===== config.mk =====
export PLATFORM = sky130hd
export DESIGN_NAME = psg_bus_regs
export DESIGN_NICKNAME = d
export VERILOG_FILES = /design/src/rtl/psg_bus_pkg.sv /design/src/rtl/psg_bus_ctrl.sv /design/src/rtl/psg_bus_datapath.sv /design/src/rtl/psg_bus_regs.sv
export SDC_FILE = /design/constraint.sdc
export NUM_CORES = 1
export LEC_CHECK = 0
export BUFFER_PORTS_ARGS = -buffer_cell sky130_fd_sc_hd__buf_2
export CAP_MARGIN = 5
export CORE_MARGIN = 5
export CORE_UTILIZATION = 40
export CTS_CLUSTER_DIAMETER = 100
export CTS_CLUSTER_SIZE = 20
export DETAILED_ROUTE_END_ITERATION = 7
export SYNTH_ARGS = -nofsm -noshare
export SYNTH_HDL_FRONTEND = slang
export SYNTH_SLANG_ARGS = --single-unit

===== constraint.sdc =====
create_clock -name clk -period 7.25 [get_ports clk]
set_clock_uncertainty 0.15 [all_clocks]
set_input_delay 1.45 -clock clk [delete_from_list [all_inputs] [get_ports clk]]
set_output_delay 1.45 -clock clk [all_outputs]
set_load 0.005 [all_outputs]

===== src/rtl/psg_bus_pkg.sv =====
package psg_bus_pkg;

  // Per-cycle command from the control decoder to the datapath
  typedef struct packed {
    logic latchAddr;
    logic writeReg;
    logic readReg;
  } busStrobes_t;

  // Raw bus operation classes
  typedef enum logic [1:0] {
    OP_IDLE  = 2'd0,
    OP_LATCH = 2'd1,
    OP_WRITE = 2'd2,
    OP_READ  = 2'd3
  } busOp_e;

  // Implemented-bit mask for ordinary register readback
  function automatic logic [7:0] readMask(input int idx);
    case (idx)
      1, 3, 5, 13:  return 8'h0F;
      6, 8, 9, 10:  return 8'h1F;
      default:      return 8'hFF;
    endcase
  endfunction

endpackage


===== src/rtl/psg_bus_ctrl.sv =====
module psg_bus_ctrl
  import psg_bus_pkg::*;
(
  input  logic        clk,
  input  logic        rstN,
  input  logic        busDir,
  input  logic        busCtl1,
  input  logic        busCtl2,
  output busStrobes_t strobes
);

  busOp_e curOp;

  // Decode {dir, ctl2, ctl1} into one operation
  always_comb begin
    case ({busDir, busCtl2, busCtl1})
      3'b001, 3'b100, 3'b111: curOp = OP_LATCH;
      3'b110:                 curOp = OP_WRITE;
      3'b011:                 curOp = OP_READ;
      default:                curOp = OP_IDLE;
    endcase
  end

  always_comb begin
    strobes           = '0;
    strobes.latchAddr = (curOp == OP_LATCH);
    strobes.writeReg  = (curOp == OP_WRITE);
    strobes.readReg   = (curOp == OP_READ);
  end

  // at most one operation per cycle
  a_r1_one_op: assert property (@(posedge clk) disable iff (!rstN)
    $onehot0(strobes));

  // inactive codes raise no strobe
  a_r1_idle_codes: assert property (@(posedge clk) disable iff (!rstN)
    ({busDir, busCtl2, busCtl1} == 3'b000 || {busDir, busCtl2, busCtl1} == 3'b010 ||
     {busDir, busCtl2, busCtl1} == 3'b101) |-> (strobes == '0));

endmodule


===== src/rtl/psg_bus_datapath.sv =====
module psg_bus_datapath
  import psg_bus_pkg::*;
#(
  parameter int DATA_W      = 8,
  parameter int NUM_REGS    = 16,
  parameter int MIX_REG     = 7,
  parameter int PORT_BASE   = 14,
  parameter int DIR_BIT_LOW = 6,
  parameter int NUM_PORTS   = 2
) (
  input  logic                    clk,
  input  logic                    rstN,
  input  busStrobes_t             strobes,
  input  logic [DATA_W-1:0]       dataIn,
  input  logic [NUM_PORTS-1:0][DATA_W-1:0] portIn,
  input  logic [NUM_PORTS-1:0]    portDriven,
  output logic [DATA_W-1:0]       dataOut,
  output logic [NUM_PORTS-1:0][DATA_W-1:0] portOut
);

  localparam int IDX_W = $clog2(NUM_REGS);

  logic [DATA_W-1:0] selAddr;
  logic [DATA_W-1:0] regFile [NUM_REGS];
  logic              addrInRange;
  logic [IDX_W-1:0]  selIdx;

  assign addrInRange = (selAddr < DATA_W'(NUM_REGS));
  assign selIdx      = selAddr[IDX_W-1:0];

  always_ff @(posedge clk) begin
    if (!rstN) begin
      selAddr <= '0;
      for (int i = 0; i < NUM_REGS; i++) regFile[i] <= '0;
    end else begin
      if (strobes.latchAddr) selAddr <= dataIn;
      if (strobes.writeReg && addrInRange) regFile[selIdx] <= dataIn;
    end
  end

  // Port pins, direction and readback
  logic [NUM_PORTS-1:0][DATA_W-1:0] pinValue;
  logic [NUM_PORTS-1:0][DATA_W-1:0] portRead;
  logic [NUM_PORTS-1:0]             isOutput;

  for (genvar g = 0; g < NUM_PORTS; g++) begin : gPort
    assign portOut[g]  = regFile[PORT_BASE + g];
    assign pinValue[g] = portDriven[g] ? portIn[g] : '1;
    assign isOutput[g] = regFile[MIX_REG][DIR_BIT_LOW + g];
    assign portRead[g] = isOutput[g] ? (pinValue[g] & regFile[PORT_BASE + g]) : pinValue[g];
  end

  // Masked readback of the selected register
  logic [DATA_W-1:0] regRead;
  always_comb begin
    regRead = regFile[selIdx] & DATA_W'(readMask(int'(selIdx)));
    for (int p = 0; p < NUM_PORTS; p++) begin
      if (selIdx == IDX_W'(PORT_BASE + p)) regRead = portRead[p];
    end
  end

  assign dataOut = (strobes.readReg && addrInRange) ? regRead : '1;

  // capture takes the bus value
  a_r2_latch: assert property (@(posedge clk) disable iff (!rstN)
    strobes.latchAddr |=> (selAddr == $past(dataIn)));

  // write lands in the selected register
  a_r3_write: assert property (@(posedge clk) disable iff (!rstN)
    (strobes.writeReg && addrInRange) |=> (regFile[$past(selIdx)] == $past(dataIn)));

  // out-of-range read gives all ones
  a_r6_high_addr: assert property (@(posedge clk) disable iff (!rstN)
    (strobes.readReg && !addrInRange) |-> (dataOut == '1));

  // port output pins follow a write to the port register
  a_r7_port_pins: assert property (@(posedge clk) disable iff (!rstN)
    (strobes.writeReg && addrInRange && selIdx == IDX_W'(PORT_BASE)) |=> (portOut[0] == $past(dataIn)));

  // undriven input-mode port reads all ones
  a_r10_undriven: assert property (@(posedge clk) disable iff (!rstN)
    (strobes.readReg && addrInRange && selIdx == IDX_W'(PORT_BASE) && !portDriven[0] && !isOutput[0])
      |-> (dataOut == '1));

endmodule


===== src/rtl/psg_bus_regs.sv =====
module psg_bus_regs
  import psg_bus_pkg::*;
#(
  parameter int DATA_W      = 8,
  parameter int NUM_REGS    = 16,
  parameter int MIX_REG     = 7,
  parameter int PORT_BASE   = 14,
  parameter int DIR_BIT_LOW = 6
) (
  input  logic              clk,
  input  logic              rstN,
  input  logic              busDir,
  input  logic              busCtl1,
  input  logic              busCtl2,
  input  logic [DATA_W-1:0] dataIn,
  output logic [DATA_W-1:0] dataOut,
  input  logic [DATA_W-1:0] portAIn,
  input  logic              portADriven,
  input  logic [DATA_W-1:0] portBIn,
  input  logic              portBDriven,
  output logic [DATA_W-1:0] portAOut,
  output logic [DATA_W-1:0] portBOut
);

  busStrobes_t strobes;
  logic [1:0][DATA_W-1:0] portInBus;
  logic [1:0][DATA_W-1:0] portOutBus;

  assign portInBus = {portBIn, portAIn};
  assign portAOut  = portOutBus[0];
  assign portBOut  = portOutBus[1];

  psg_bus_ctrl uCtrl (
    .clk     (clk),
    .rstN    (rstN),
    .busDir  (busDir),
    .busCtl1 (busCtl1),
    .busCtl2 (busCtl2),
    .strobes (strobes)
  );

  psg_bus_datapath #(
    .DATA_W      (DATA_W),
    .NUM_REGS    (NUM_REGS),
    .MIX_REG     (MIX_REG),
    .PORT_BASE   (PORT_BASE),
    .DIR_BIT_LOW (DIR_BIT_LOW),
    .NUM_PORTS   (2)
  ) uData (
    .clk        (clk),
    .rstN       (rstN),
    .strobes    (strobes),
    .dataIn     (dataIn),
    .portIn     (portInBus),
    .portDriven ({portBDriven, portADriven}),
    .dataOut    (dataOut),
    .portOut    (portOutBus)
  );

  // bus idles high outside a read
  a_r4_idle_bus: assert property (@(posedge clk) disable iff (!rstN)
    ({busDir, busCtl2, busCtl1} != 3'b011) |-> (dataOut == '1));

endmodule


==> flow_metrics.tcl <==
set metrics [dict create \
    critPathKind "primary input to primary output" \
    wl_met1_um 8110 \
    first_pass_iters 5 \
    antenna-diode-count 0 \
    via_count 4550 \
    wl_per_cell_um 23.1 \
    drt_wl_total_um 18700 \
    ant_nets 0 \
    fin_cells 810 \
    synth_top_area_cell "edfxtp_1" \
    wl_met2_um 8770 \
    synth_area_um2 7040 \
    grt_pass1_wl_um 28400 \
    globalRouteOverflowTotal 0 \
    slowest_stage "a311oi_1" \
    cts_max_path_buffers 2 \
    hold_class "register to register" \
    p_comb_share_pct 9.0 \
    numCtsBuffers 17 \
    hold_viol 0 \
    cts_tree "yes" \
    p_int_mw 1.49 \
    synth_area_leaders "edfxtp_1, and2_1, mux4_2" \
    yosysTopAreaCellShare_pct 54.6 \
    placedCellCount 778 \
    ys_async_sr_fraction_pct 0 \
    switchingPower_uw 447 \
    clk_pin_slew_ps 50 \
    postCtsHoldBufs 0 \
    num_rows 48 \
    dieWidth_um 143 \
    min_delay_worst_endpoint "uData.selAddr[4]" \
    startpoint_type "primary input" \
    synth_cell_type_count 38 \
    vias_per_cell 5.62 \
    fin_crit_ps 4510 \
    syn2layout_area_growth_pct 14.5 \
    synthTopCellsByCount "and2_1, edfxtp_1, mux2i_1" \
    p_leak_nw 2.95 \
    rsz0062_at_grt "false" \
    r2r_start "uData.selAddr[7]" \
    max_slew.worst_pin.slew_ps 982 \
    clkPwrFrac_pct 41.9 \
    fin_util_pct 46.6 \
    slew_headroom_pct 34.5 \
    drv_slew 0 \
    first_iter_violations 408 \
    cts_root_buf "clkbuf_16" \
    cp.arrival_ps 2910 \
    portBuffers 54 \
    r2r-end "uData.regFile[12][7]" \
    layout-drive-gt1-share_pct 22.7 \
    worstHoldStart "uData.selAddr[4]" \
    ys_ff_latch 142 \
    grt_pass1_vias 4646 \
    cp_cell_sequence "buf_2 > nor2b_1 > nand3_1 > a311oi_1 > a22oi_1 > buf_2" \
    fp.dieArea_um2 20400 \
    route.detailed.drc 0 \
    io_pins 55 \
    nets 604 \
    ys_warn_count 0 \
    synth-edff-count 128 \
    ff2ff_setup_slack_ps 4200 \
    cp.required_ps 5650 \
    gp_congestion 0.841 \
    grt_max_degree 36 \
    fin_tns_setup_ps 0 \
    holdWs_ps 378 \
    swShare_pct 23.1 \
    ys_seq_area_share_pct 58.6 \
    fmax_mhz 222 \
    cp_slowest_stage_delay_ps 400 \
    synth.most_common_cell "and2_1" \
    h-tree-depth 4 \
    setup_viol 0 \
    synthCells 524 \
    critPathMostFrequentCell "buf_2" \
    endpoint_kind "primary output" \
    status "completed" \
    pwr_density_cell_nw_per_um2 240 \
    maxCapViolCount 0 \
    die_h_um 143 \
    period_share_pct 62.2 \
    post-cts-setup-buffer-count 0 \
    p_seq_share_pct 49.0 \
    syn-num-nets 556 \
    wl_met3_um 1500 \
    reg2regPathDepth 5 \
    ir_drop_v 0.000183 \
    clock_latency_ps 420 \
    worst-path-max-fanout 15 \
    post_cts_resize_count 0 \
    grt.total_usage_pct 19.1 \
    topRoutingLayerUsed "met5" \
    core_um2 17300 \
    holdPathStages 2 \
    grt_antenna_before_repair 2 \
    avgSynthCellArea_um2 13.4 \
    dpl.hpwl_um 13000 \
    ys.flop_type "edfxtp_1" \
    clock-sinks 142 \
    start_util_pct 40.7 \
]
==> critical path, delay by kind of cell <==
kind | cells | cell delay, ps
buf+inv | 2 | 350
simple gates | 2 | 560
compound gates | 2 | 540
==> state kept, by name (all words and copies together), names as in the netlist, named ones only <==
signal / flops
uData.selAddr: 8
uData.regFile: 128
==> kinds of logic after synthesis <==
group / Yosys count / share of synthesized area (%)
xor gates and xnor gates: 1 / 0.124
DFF: 142 / 58.6
muxes: 57 / 12.2
buffers and inverters: 49 / 2.84
adders and majority gates: 1 / 0.178
and+or+nand+nor: 226 / 21.0
AOI/OAI and AO/OA: 48 / 5.06
==> per-layer routing <==
layer,vias to the layer above,GRT usage [%]
met5,-,0
met4,2,6.20
met3,28,4.39
met2,201,29.9
met1,2260,26.5
li1,2059,-
==> final cells by class <==
cell class / count / area (um^2)
fillers: 1603 / 9240
flip-flops and latches: 142 / 4120
multi-input cells: 333 / 2720
clock buffers: 25 / 485
repair buffers: 62 / 330
well taps: 225 / 282
clock inverters: 7 / 63.8
inverters: 16 / 60.1
==> power groups by stage <==
stage / Combinational, mW / Clock, mW / Sequential, mW
after global placement: 0.172 / 0 / 0.963
after global routing: 0.188 / 0.860 / 0.950
after detailed placement: 0.176 / 0 / 0.964
final: 0.175 / 0.810 / 0.948
after floorplan: 0.120 / 0 / 0.947
after CTS: 0.177 / 0.820 / 0.947
==> cells in the final DEF (no fill, tap or decap), types with 2 or more instances in the layout <==
cell type     n
nand4_1      12
nand2b_1     23
a221oi_1      7
o22ai_1       8
and2_1      130
clkbuf_1      5
mux4_2       22
nor2b_1      10
a21oi_1       4
buf_4         8
nand2_1       9
o21ai_0       2
edfxtp_1    128
mux2i_1      28
dfxtp_1      14
mux2_2        6
a22oi_1      13
clkbuf_8      3
inv_1        16
a32oi_1       5
a31oi_1       2
nor3_2        7
buf_2        54
nand3_1       5
nor2_1        8
clkinvlp_4    2
clkinv_2      3
nor4_2        6
nand4b_1     10
a311oi_1      6
clkbuf_16    17
==> worst max-delay path by stage <==
stage	cells past startpoint	endpoint	slack [ps]	start
3_5_place_dp	6	dataOut[2]	2790	busDir
6_report	6	dataOut[2]	2740	busDir
5_1_grt	6	dataOut[0]	2700	busDir
4_1_cts	6	dataOut[2]	2790	busDir
2_1_floorplan	4	dataOut[0]	3480	busCtl2
3_3_place_gp	6	dataOut[2]	2820	busDir
==> metrics by stage <==
step / instance area (um^2) / setup WS, ps / power [mW]
2_1_floorplan: 7040 / 3480 / 1.07
3_3_place_gp: 7510 / 2820 / 1.14
3_5_place_dp: 7510 / 2790 / 1.14
4_1_cts: 8060 / 2790 / 1.94
5_1_grt: 8060 / 2700 / 2.00
6_report: 8060 / 2740 / 1.93
Power figures use the tool's default switching activity.
